`src/rtl/node_addr_decode.sv`:
```
module node_addr_decode #(
  parameter int AW = 40
) (
  input  logic          clk,
  input  logic          rst_n,
  input  logic          req_valid,
  input  logic [AW-1:0] req_addr,
  input  logic          req_src,
  input  logic [2:0]    req_kind,
  input  logic [5:0]    low_base,
  input  logic [7:0]    high_base,
  output logic          out_valid,
  output logic [1:0]    out_target,
  output logic [1:0]    out_attr,
  output logic          out_cache_err
);
  localparam logic [1:0] T_OTHER = 2'd0, T_LOCAL = 2'd1, T_MMIO = 2'd2, T_ABORT = 2'd3;
  localparam logic [1:0] A_NONE = 2'd0, A_MMIO = 2'd1;

  logic        below4g;
  logic [31:0] a32;
  logic [5:0]  low_eff;
  logic [AW-33:0] high_eff;
  logic        in_chip, in_regs, in_low, in_high, in_mmio, cacheable;
  logic [1:0]  tgt_d, attr_d;
  logic        err_d;

  assign below4g   = (req_addr[AW-1:32] == '0);
  assign a32       = req_addr[31:0];
  assign low_eff   = (low_base == 6'd0) ? 6'd1 : low_base;
  assign high_eff  = (high_base == '0) ? {{(AW-33){1'b0}}, 1'b1} : high_base;
  assign in_chip   = below4g && a32 >= 32'hFE00_0000 && a32 <= 32'hFFBF_FFFF;
  assign in_regs   = below4g && a32[31:20] == 12'hFE6;
  assign in_low    = below4g && a32[31:26] >= low_eff && a32 <= 32'hFDFF_FFFF;
  assign in_high   = req_addr[AW-1:32] >= high_eff;
  assign in_mmio   = in_low || in_high;
  assign cacheable = (req_kind == 3'd2) || (req_kind == 3'd3);

  always_comb begin
    tgt_d  = T_OTHER;
    attr_d = A_NONE;
    err_d  = 1'b0;
    if (in_chip) begin
      tgt_d = (in_regs && !req_src) ? T_LOCAL : T_ABORT;
    end else if (in_mmio) begin
      if (req_src) begin
        tgt_d = T_ABORT;
      end else begin
        tgt_d  = T_MMIO;
        attr_d = A_MMIO;
        err_d  = cacheable;
      end
    end
  end

  always_ff @(posedge clk) begin
    if (!rst_n) begin
      out_valid     <= 1'b0;
      out_target    <= T_OTHER;
      out_attr      <= A_NONE;
      out_cache_err <= 1'b0;
    end else begin
      out_valid     <= req_valid;
      out_target    <= req_valid ? tgt_d  : T_OTHER;
      out_attr      <= req_valid ? attr_d : A_NONE;
      out_cache_err <= req_valid && err_d;
    end
  end

  assert_valid_rise_R1: assert property (@(posedge clk) disable iff (!rst_n)
    req_valid |=> out_valid);
  assert_valid_fall_R1: assert property (@(posedge clk) disable iff (!rst_n)
    !req_valid |=> !out_valid);
  assert_idle_quiet_R1: assert property (@(posedge clk) disable iff (!rst_n)
    !out_valid |-> (out_target == T_OTHER && out_attr == A_NONE && !out_cache_err));
  assert_port_no_local_R3: assert property (@(posedge clk) disable iff (!rst_n)
    (req_valid && req_src) |=> out_target != T_LOCAL);
  assert_attr_tracks_mmio_R4: assert property (@(posedge clk) disable iff (!rst_n)
    out_valid |-> ((out_attr == A_MMIO) == (out_target == T_MMIO)));
  assert_err_only_mmio_R7: assert property (@(posedge clk) disable iff (!rst_n)
    out_cache_err |-> out_target == T_MMIO);
  assert_flush_ok_R7: assert property (@(posedge clk) disable iff (!rst_n)
    (req_valid && req_kind == 3'd4) |=> !out_cache_err);
endmodule

```
`config.mk`:
```
export PLATFORM = sky130hd
export DESIGN_NAME = node_addr_decode
export DESIGN_NICKNAME = d
export VERILOG_FILES = /design/src/rtl/node_addr_decode.sv
export SDC_FILE = /design/constraint.sdc
export NUM_CORES = 1
export LEC_CHECK = 0
export ABC_CLOCK_PERIOD_IN_PS = 4300
export BUFFER_PORTS_ARGS = -buffer_cell sky130_fd_sc_hd__buf_4
export CORE_UTILIZATION = 37
export CTS_CLUSTER_DIAMETER = 30
export DETAILED_ROUTE_END_ITERATION = 16
export GPL_TIMING_DRIVEN = 0
export PLACE_DENSITY = 0.91
export REMOVE_ABC_BUFFERS = 1
export SETUP_SLACK_MARGIN = 0.05
export SLEW_MARGIN = 15
export SYNTH_ARGS = -nofsm -noshare
export SYNTH_HDL_FRONTEND = slang
export SYNTH_SLANG_ARGS = --single-unit
export TNS_END_PERCENT = 5
```
`constraint.sdc`:
```
create_clock -name clk -period 4.3 [get_ports clk]
set_input_delay 0.86 -clock clk [delete_from_list [all_inputs] [get_ports clk]]
set_output_delay 0.86 -clock clk [all_outputs]
set_load 0.005 [all_outputs]
```
==> metrics.csv, run 1 <==
metric,value,unit
status,finished clean,
finalWirelength,1780,µm
ys_seq_area_share,15.9,%
post_drt_wl_per_cell,12.5,µm
most-common-layout-cells,"44 x buf_4, 15 x inv_1, 14 x ha_1",
cts_tree,done,
drive_above_1_share,42.9,%
finalCritPeriodShare,60.4,%
ys_top_cells_by_area,"ha_1 28%, dfxtp_1 16%, inv_1 8.9%",
cts.sinks,5,
synth_top_area_share,27.8,%
relSlewSlack,66.7,%
overflow,0,
synth_warnings,0,
multi_input_area,467,µm²
worstSetupStartpointType,primary input,
vdd_ir_drop_max,68.2,µV
via_count,753,
synth_cells,79,
grt_pass1_wl,2870,µm
cp.required,4.39,ns
first_pass_iters,5,
initial_core_util,40.9,%
rsz0062_at_grt,false,
syn_area,631,µm²
cp-end-kind,flop,
io_pins,67,
antenna_found_initial,0,
drt-initial-drc-count,16,
grt_max_degree,5,
max_freq,0.385,GHz
maxSlewViolCount,0,
grt_use_total,20.1,%
portBuffers,44,
synth_area_per_cell,7.98,µm²
cp-startpoint,low_base[1],
min_period,2.60,ns
grt_pass1_vias,764,
area_growth_syn_to_layout,58.5,%
drc,0,
post-route-util,64.9,%
hp-start,req_src,
core,0.00154,mm²
numCtsBuffers,3,
htree_num_levels,1,
p_leak,0.544,nW
drt.antenna.violating_nets,0,
cellPowerDensity,171,mW/mm²
seq_area,100,µm²
worst_pin_slew,0.496,ns
post_cts_buffers,0,
setup_viol,0,
viasPerCell,5.30,
arrival,2.69,ns
cp_max_fo,4,
yosysUniqueCellTypes,29,
min_path_type,primary input to flop,
fin_nets,202,
finalSetupTns,0,ns
gp_congestion,0.800,
fp.dieW,43.3,µm
fillers,137,
clk_pin_slew,0.04,ns
diodes,0,
post_cts_resized,0,
die_h,43.3,µm
final_common_cell,buf_4,
clk_path_buf_depth,2,
ys_ff_latch,5,
yosysTopAreaCell,ha_1,
dp_hpwl,1540,µm
row_count,14,
cts-root-buf,clkbuf_4,
path_class,primary input to flop,
hold_viol_final,0,
max_cap_viol_count,0,
die_area,0.00187,mm²
ctsHoldBuffers,0,
## worst paths after layout
kind / endpoint / slack [ns] / cells past startpoint
max: out_target[1] / 1.70 / 9
min: out_attr[0] / 0.83 / 2
## power breakdown
part | internal [W] | switching, W
combinational | 0.0000409 | 0.0000282
sequential | 0.0000483 | 0.000000407
clock | 0.0000350 | 0.0000185
## sequential cells by signal, summed over array words and instances (netlist names)
name / count
out_cache_err: 1
out_target: 2
out_valid: 1
out_attr: 1
## routing by layer
layer	up-vias	wire [µm]	track usage (%)
met5	-	0	0
met4	0	10	7.27
li1	380	-	-
met2	40	1010	42.7
met1	329	633	18.7
met3	4	126	1.70
## kinds of logic after synthesis
group,after synthesis,share of synthesized area [%]
buffers and inverters,16,10.1
other,1,0.595
adder cells (fa/ha/maj),14,27.8
AO/OA/AOI/OAI,17,19.2
AND/OR/NAND/NOR,26,26.4
flip-flops,5,15.9
## synthesized netlist by cell type, drive strengths merged
cell,count
a211oi,3
a21o,1
a21oi,3
a31o,1
a31oi,1
a41o,1
a41oi,1
and2,1
and3,2
buf,1
conb,1
dfxtp,5
ha,14
inv,15
nand2,2
nand2b,2
nand3,7
nand4,1
nor2,3
nor3,3
nor4,2
o21ai,4
o22ai,1
o41ai,1
or4,2
or4bb,1
## layout make-up
cell class                      count  area share, %
Tap cell                           16           2.00
Inverter                           15           5.63
Timing Repair Buffer               44           33.0
Sequential cell                     5           10.0
Multi-Input combinational cell     58           46.7
Clock buffer                        4           2.63
## stage by stage
| stage | instance area, µm² | total power, W | hold WS [ns] | setup WS [ns] | instances |
|---|---|---|---|---|---|
| 2_1_floorplan | 623 | 0.0000781 | 0.937 | 1.84 | 78 |
| 3_3_place_gp | 973 | 0.000115 | 1.07 | 1.52 | 138 |
| 3_5_place_dp | 973 | 0.000118 | 1.07 | 1.49 | 138 |
| 4_1_cts | 1000 | 0.000174 | 0.824 | 1.70 | 142 |
| 5_1_grt | 1000 | 0.000182 | 0.832 | 1.45 | 142 |
| 6_report | 1000 | 0.000171 | 0.829 | 1.70 | 142 |
## critical path, cell delays in order
cell and delay [ns]:
buf_4 0.11, nor3_1 0.22, a31o_2 0.18, ha_1 0.21, nand2b_1 0.14, a211oi_1 0.24, o22ai_1 0.11, a211oi_1 0.48
a21oi_1 0.15
No activity file was read; power rests on OpenSTA's default activity.
==> inputs of run 2 (changes only) <==
--- a/config.mk
+++ b/config.mk
@@ -5,13 +5,13 @@
 export SDC_FILE = /design/constraint.sdc
 export NUM_CORES = 1
 export LEC_CHECK = 0
-export ABC_CLOCK_PERIOD_IN_PS = 4300
+export ABC_CLOCK_PERIOD_IN_PS = 2600
 export BUFFER_PORTS_ARGS = -buffer_cell sky130_fd_sc_hd__buf_4
-export CORE_UTILIZATION = 37
+export CORE_UTILIZATION = 34
 export CTS_CLUSTER_DIAMETER = 30
 export DETAILED_ROUTE_END_ITERATION = 16
 export GPL_TIMING_DRIVEN = 0
-export PLACE_DENSITY = 0.91
+export PLACE_DENSITY = 0.85
 export REMOVE_ABC_BUFFERS = 1
 export SETUP_SLACK_MARGIN = 0.05
 export SLEW_MARGIN = 15
==> constraint.sdc (replaced) <==
create_clock -name clk -period 2.6 [get_ports clk]
set_input_delay 0.52 -clock clk [delete_from_list [all_inputs] [get_ports clk]]
set_output_delay 0.52 -clock clk [all_outputs]
set_load 0.005 [all_outputs]
==> run 2 against run 1 <==
  * Core utilization fell by 6.3 points
  * Critical endpoint is now out_target[0]
  * Sequential share of layout area fell by 0.11 points
  * Non-clock buffer count did not move
  * Die area rose by 8.4%
  * Highest routed layer unchanged
==> metrics.csv, run 2 (synthesis results as in run 1) <==
metric,value,unit,change
status,finished clean,,
diodes,0,,unchanged
sw_frac_of_total,27.7,%,+0.22 points
cp-end-kind,flop,,
fin_nets,202,,unchanged
fillers,178,,+30%
grt_use_total,18.0,%,-2.1 points
path_class,primary input to flop,,
finalWirelength,1630,µm,-8.4%
htree_num_levels,1,,unchanged
cts_tree,done,,
intPower,0.000206,W,+65%
grt_max_degree,5,,unchanged
cts.sinks,5,,unchanged
clk_pin_slew,0.04,ns,about the same
regMostFlops,out_target,,
rsz0062_at_grt,false,,
finalSetupTns,0,ns,unchanged
power_frac_seq,28.3,%,about the same
holdWs,0.471,ns,-0.358 ns
worstSetupStartpointType,primary input,,
min_period,2.20,ns,
post_cts_buffers,0,,unchanged
hp-start,req_src,,
arrival,2.31,ns,-0.38 ns
post_drt_wl_per_cell,10.8,µm,-14%
grt_pass1_vias,714,,-6.5%
die_h,45.1,µm,+4.1%
drt-initial-drc-count,11,,-5
cellPowerDensity,281,mW/mm²,+64%
final_common_cell,buf_4,,
hold_viol_final,0,,unchanged
gp_congestion,0.828,,+3.6%
dp.cells,147,,+6.5%
max_freq,0.454,GHz,
overflow,0,,unchanged
vdd_ir_drop_max,127,µV,+87%
clk_path_buf_depth,2,,unchanged
cp-startpoint,low_base[1],,
dpl_cell_area,985,µm²,+1.2%
final_area,0.00101,mm²,+1.1%
grt_pass1_wl,2660,µm,-7.5%
ctsHoldBuffers,0,,unchanged
die_area,0.00203,mm²,+8.4%
post_cts_resized,0,,unchanged
pwr-share-clk,31.7,%,+0.5 points
core,0.00173,mm²,+12%
area_growth_syn_to_layout,60.3,%,
numCtsBuffers,3,,unchanged
setup_viol,0,,unchanged
drc,0,,unchanged
finalCritPeriodShare,84.8,%,
largest_reg_flops,2,,unchanged
antenna_found_initial,0,,unchanged
pwr-share-comb,39.9,%,-0.4 points
fp.dieW,45.1,µm,+4.1%
post-route-util,58.6,%,-6.3 points
max_cap_viol_count,0,,unchanged
cp_max_fo,4,,unchanged
maxSlewViolCount,0,,unchanged
drt.antenna.violating_nets,0,,unchanged
row_count,15,,+1
p_leak,0.544,nW,unchanged
dp_hpwl,1480,µm,-4.2%
cp.required,2.71,ns,-1.68 ns
switchingPower,0.0000788,W,+67%
initial_core_util,36.5,%,-4.4 points
min_path_type,primary input to flop,,
cts-root-buf,clkbuf_4,,
viasPerCell,4.94,,-6.8%
io_pins,67,,unchanged
crit_path_end,out_target[0],,
via_count,746,,-0.93%
drive_above_1_share,42.9,%,unchanged
first_pass_iters,4,,-1
instances_no_fill,151,,+6.3%
portBuffers,44,,unchanged
most-common-layout-cells,"44 x buf_4, 15 x inv_1, 14 x ha_1",,
[run 2: cell counts in the layout (fill, tap and decap cells not counted)]
No cell type changed its count.
[run 2: worst min-delay path by stage]
stage,slack [ns],depth (start not counted),end
6_report,0.47,2,out_attr[0]
5_1_grt,0.47,2,out_attr[0]
4_1_cts,0.46,2,out_attr[0]
3_5_place_dp,0.72,2,out_attr[0]
3_3_place_gp,0.73,2,out_attr[0]
2_1_floorplan,0.60,1,out_attr[0]
[run 2: area by class of cell]
class | count | area, µm² | area share [%]
clock buffers | 4 | 26.3 | 2.60
inverters | 15 | 56.3 | 5.57
multi-input cells | 58 | 467 | 46.2
flip-flops and latches | 5 | 100 | 9.90
well taps | 25 | 31.3 | 3.09
repair buffers | 44 | 330 | 32.7
[run 2: power by group through the flow]
stage / Clock, W / Sequential, W / Combinational, W
final: 0.0000902 / 0.0000806 / 0.000114
after global routing: 0.0000964 / 0.0000806 / 0.000128
after CTS: 0.0000931 / 0.0000806 / 0.000114
after detailed placement: 0 / 0.0000819 / 0.000114
after global placement: 0 / 0.0000819 / 0.000109
after floorplan: 0 / 0.0000824 / 0.0000468
[run 2: routing by layer]
| layer | vias up | part of all wire (%) | GRT usage (%) |
|---|---|---|---|
| li1 | 381 | - | - |
| met1 | 331 | 39 | 18.4 |
| met2 | 28 | 52 | 33.9 |
| met3 | 6 | 5.5 | 1.60 |
| met4 | 0 | 3.2 | 12.1 |
| met5 | - | 0 | 0 |
[run 2: through the flow]
stage	total power, W	setup WS [ns]
after CTS	0.000288	0.385
after global routing	0.000305	0.235
after floorplan	0.000129	0.480
after detailed placement	0.000196	0.130
after global placement	0.000191	0.149
final	0.000284	0.395
[run 2: worst max-delay path, cell delays in order]
cell	delay, ns
buf_4	0.11
nor3_1	0.22
a31o_2	0.19
ha_1	0.21
nand2b_1	0.14
a211oi_1	0.25
o22ai_1	0.11
a211oi_1	0.45
a21oi_1	0.12
==> inputs of run 3 (changes only) <==
--- a/config.mk
+++ b/config.mk
@@ -5,13 +5,14 @@
 export SDC_FILE = /design/constraint.sdc
 export NUM_CORES = 1
 export LEC_CHECK = 0
-export ABC_CLOCK_PERIOD_IN_PS = 2600
+export ABC_AREA = 1
+export ABC_CLOCK_PERIOD_IN_PS = 1800
 export BUFFER_PORTS_ARGS = -buffer_cell sky130_fd_sc_hd__buf_4
-export CORE_UTILIZATION = 34
+export CORE_UTILIZATION = 32
 export CTS_CLUSTER_DIAMETER = 30
 export DETAILED_ROUTE_END_ITERATION = 16
 export GPL_TIMING_DRIVEN = 0
-export PLACE_DENSITY = 0.85
+export PLACE_DENSITY = 0.82
 export REMOVE_ABC_BUFFERS = 1
 export SETUP_SLACK_MARGIN = 0.05
 export SLEW_MARGIN = 15
==> constraint.sdc (replaced) <==
create_clock -name clk -period 1.8 [get_ports clk]
set_input_delay 0.36 -clock clk [delete_from_list [all_inputs] [get_ports clk]]
set_output_delay 0.36 -clock clk [all_outputs]
set_load 0.005 [all_outputs]
==> run 3 against run 2 <==
  * Combinational power increased by 56%
  * Via count increased by 6.3%
  * Worst setup slack got worse by 0.16 ns
  * Power increased by 48%
  * Global-route usage decreased by 2.2 points
  * Clock power increased by 42%
  * Critical path type unchanged
  * Core utilization decreased by 4.7 points
  * Critical endpoint is now out_target[1]
  * Cell count increased by 21%
  * First-iteration DRC count decreased by 64%
==> metrics.csv, run 3 <==
metric,value,unit,change
row_count,16,,+1
fillers,194,,+9.0%
cts-root-buf,clkbuf_4,,
arrival,1.70,ns,-0.61 ns
portBuffers,44,,unchanged
max_freq,0.638,GHz,
io_pins,67,,unchanged
cp-end-kind,flop,,
numCtsBuffers,3,,unchanged
synth_top_area_share,25.9,%,-1.9 points
cp.required,1.93,ns,-0.78 ns
drt.antenna.violating_nets,0,,unchanged
overflow,0,,unchanged
antenna_found_initial,0,,unchanged
post-route-util,53.9,%,-4.7 points
cts.sinks,5,,unchanged
ys_ff_latch,5,,unchanged
gp_congestion,0.780,,-5.8%
synthXorXnorAreaFrac,0,%,unchanged
clk_pin_slew,0.05,ns,about the same
cp_cell_sequence,"buf_4, inv_1, nand3_1, nor3_2, a31o_2, ha_1, nand2_1, nand3_1, nand2_1, nand2_1, a21oi_2, nand2_2, nand2_1, o21ai_2",,
cp_max_fo,3,,-1
final_area,0.00107,mm²,+5.6%
cellPowerDensity,396,mW/mm²,+41%
synth_compound_area_share,8.89,%,-10 points
htree_num_levels,1,,unchanged
synth_top_family_by_area,simple AND/OR/NAND/NOR gates,,
diodes,0,,unchanged
die_area,0.00230,mm²,+13%
path_delay_family,simple AND/OR/NAND/NOR gates,,
cpMostUsedCell,nand2_1,,
rsz0062_at_grt,false,,
maxSlewViolCount,0,,unchanged
viasPerCell,4.33,,-12%
grt_pass1_vias,745,,+4.3%
most-common-layout-cells,"44 x buf_4, 28 x inv_1, 25 x nand2_1",,
synthAdderAreaFrac,25.9,%,-1.9 points
synth_edf_count,0,,unchanged
path_class,primary input to flop,,
dp_hpwl,1450,µm,-1.7%
initial_core_util,34.1,%,-2.4 points
max_cap_viol_count,0,,unchanged
total_power,0.000422,W,+48%
finalSetupTns,0,ns,unchanged
largest_reg_flops,2,,unchanged
synth_area_per_cell,6.20,µm²,-22%
dpl_cell_area,0.00103,mm²,+4.8%
muxShareOfSynthArea,0,%,unchanged
core,0.00198,mm²,+15%
drt-initial-drc-count,4,,-7
status,finished clean,,
yosysUniqueCellTypes,20,,-31%
worstSetupStartpointType,primary input,,
grt_pass1_wl,2590,µm,-2.6%
ys_seq_area_share,14.8,%,-1.1 points
grt_max_degree,4,,-1
grt_use_total,15.8,%,-2.2 points
yosysTopAreaCell,ha_1,,
finalWirelength,1550,µm,-4.7%
critPathMaxStageDelay,0.21,ns,-0.24 ns
syn_area,676,µm²,+7.1%
drc,0,,unchanged
slowest_stage,ha_1,,
synth_cells,109,,+38%
clk_path_buf_depth,2,,unchanged
drive_above_1_share,37.2,%,-5.7 points
synth_ff_type,dfxtp_1,,
die_h,48.0,µm,+6.4%
post_drt_wl_per_cell,8.48,µm,-21%
hold_viol_final,0,,unchanged
vdd_ir_drop_max,162,µV,+27%
ys_top_cells_by_area,"ha_1 26%, inv_1 16%, dfxtp_1 15%",,
async_reset_ff_share,0,%,unchanged
min_path_type,primary input to flop,,
synth.most_common_cell,inv_1,,
p_leak,0.649,nW,+19%
area_growth_syn_to_layout,58.0,%,
cts_tree,done,,
regMostFlops,out_target,,
finalCritPeriodShare,87.1,%,
setup_viol,0,,unchanged
synthSimpleGateAreaFrac,32.6,%,+6.2 points
first_pass_iters,2,,-2
min_period,1.57,ns,
netlist_top_cells_count,"28 x inv_1, 25 x nand2_1, 14 x ha_1, 9 x nor2_1, 7 x nand3_1",,
fin_nets,232,,+15%
fp.dieW,48.0,µm,+6.4%
holdWs,0.360,ns,-0.111 ns
synth_warnings,0,,unchanged
cp_num_buf_inv,2,,+1
final_common_cell,buf_4,,
via_count,793,,+6.3%
==> run 3: changes by cell type in the layout (fill, tap and decap cells not counted), moves of 2 or more <==
cell	change
nand2_1	+23
inv_1	+13
nor2_1	+7
a211oi_1	-3
o21ai_0	-3
a21oi_2	+2
nand2b_1	-2
nor2_2	+2
nor4_1	-2
or4_4	-2
==> run 3: cells by family (layout without fill, tap and decap cells) <==
group	Yosys count	after routing
buffers and inverters	30	77
AO/OA/AOI/OAI	9	9
AND/OR/NAND/NOR	50	50
other	1	1
flip-flops	5	5
adder cells (fa/ha/maj)	14	14
==> run 3: where the power goes <==
part	internal [W]	leakage [nW]	switching, W
clock	0.0000837	0.0150	0.0000440
combinational	0.000100	0.593	0.0000779
sequential	0.000115	0.0408	0.000000989
total	0.000299	0.649	0.000123
==> run 3: worst paths after layout <==
kind | start | endpoint | slack (ns) | depth (start not counted)
min | req_src | out_target[0] | 0.36 | 3
max | high_base[3] | out_target[1] | 0.23 | 14
==> run 3: area by class of cell <==
class | instances | area (µm²) | area share, %
clock buffers | 4 | 26.3 | 2.46
inverters | 29 | 109 | 10.2
multi-input cells | 74 | 468 | 43.8
flip-flops and latches | 5 | 100 | 9.38
well taps | 27 | 33.8 | 3.17
repair buffers | 44 | 330 | 30.9
==> run 3: timing repair <==
action | CTS | global route
resized for setup | 0 | 2
buffers inserted | 0 | 0
hold buffers | 0 | 0
setup endpoints to repair | 0 | 4
==> run 3: layer usage <==
layer,global-route usage [%],share of wire (%),vias to the layer above
met3,1.13,5.0,4
met5,0,0,-
met4,6.67,2.1,0
met2,32.4,56,26
li1,-,-,431
met1,15.7,37,332
==> run 3: stage by stage <==
stage	worst slack, ns	instances
2_1_floorplan	0.174	108
3_3_place_gp	-0.0886	179
3_5_place_dp	-0.0935	179
4_1_cts	0.161	183
5_1_grt	0.0685	183
6_report	0.232	183
==> run 3: worst min-delay path, cell delays in order <==
cell and delay, ns:
buf_4 0.08, nand3_1 0.06, nand2_1 0.06
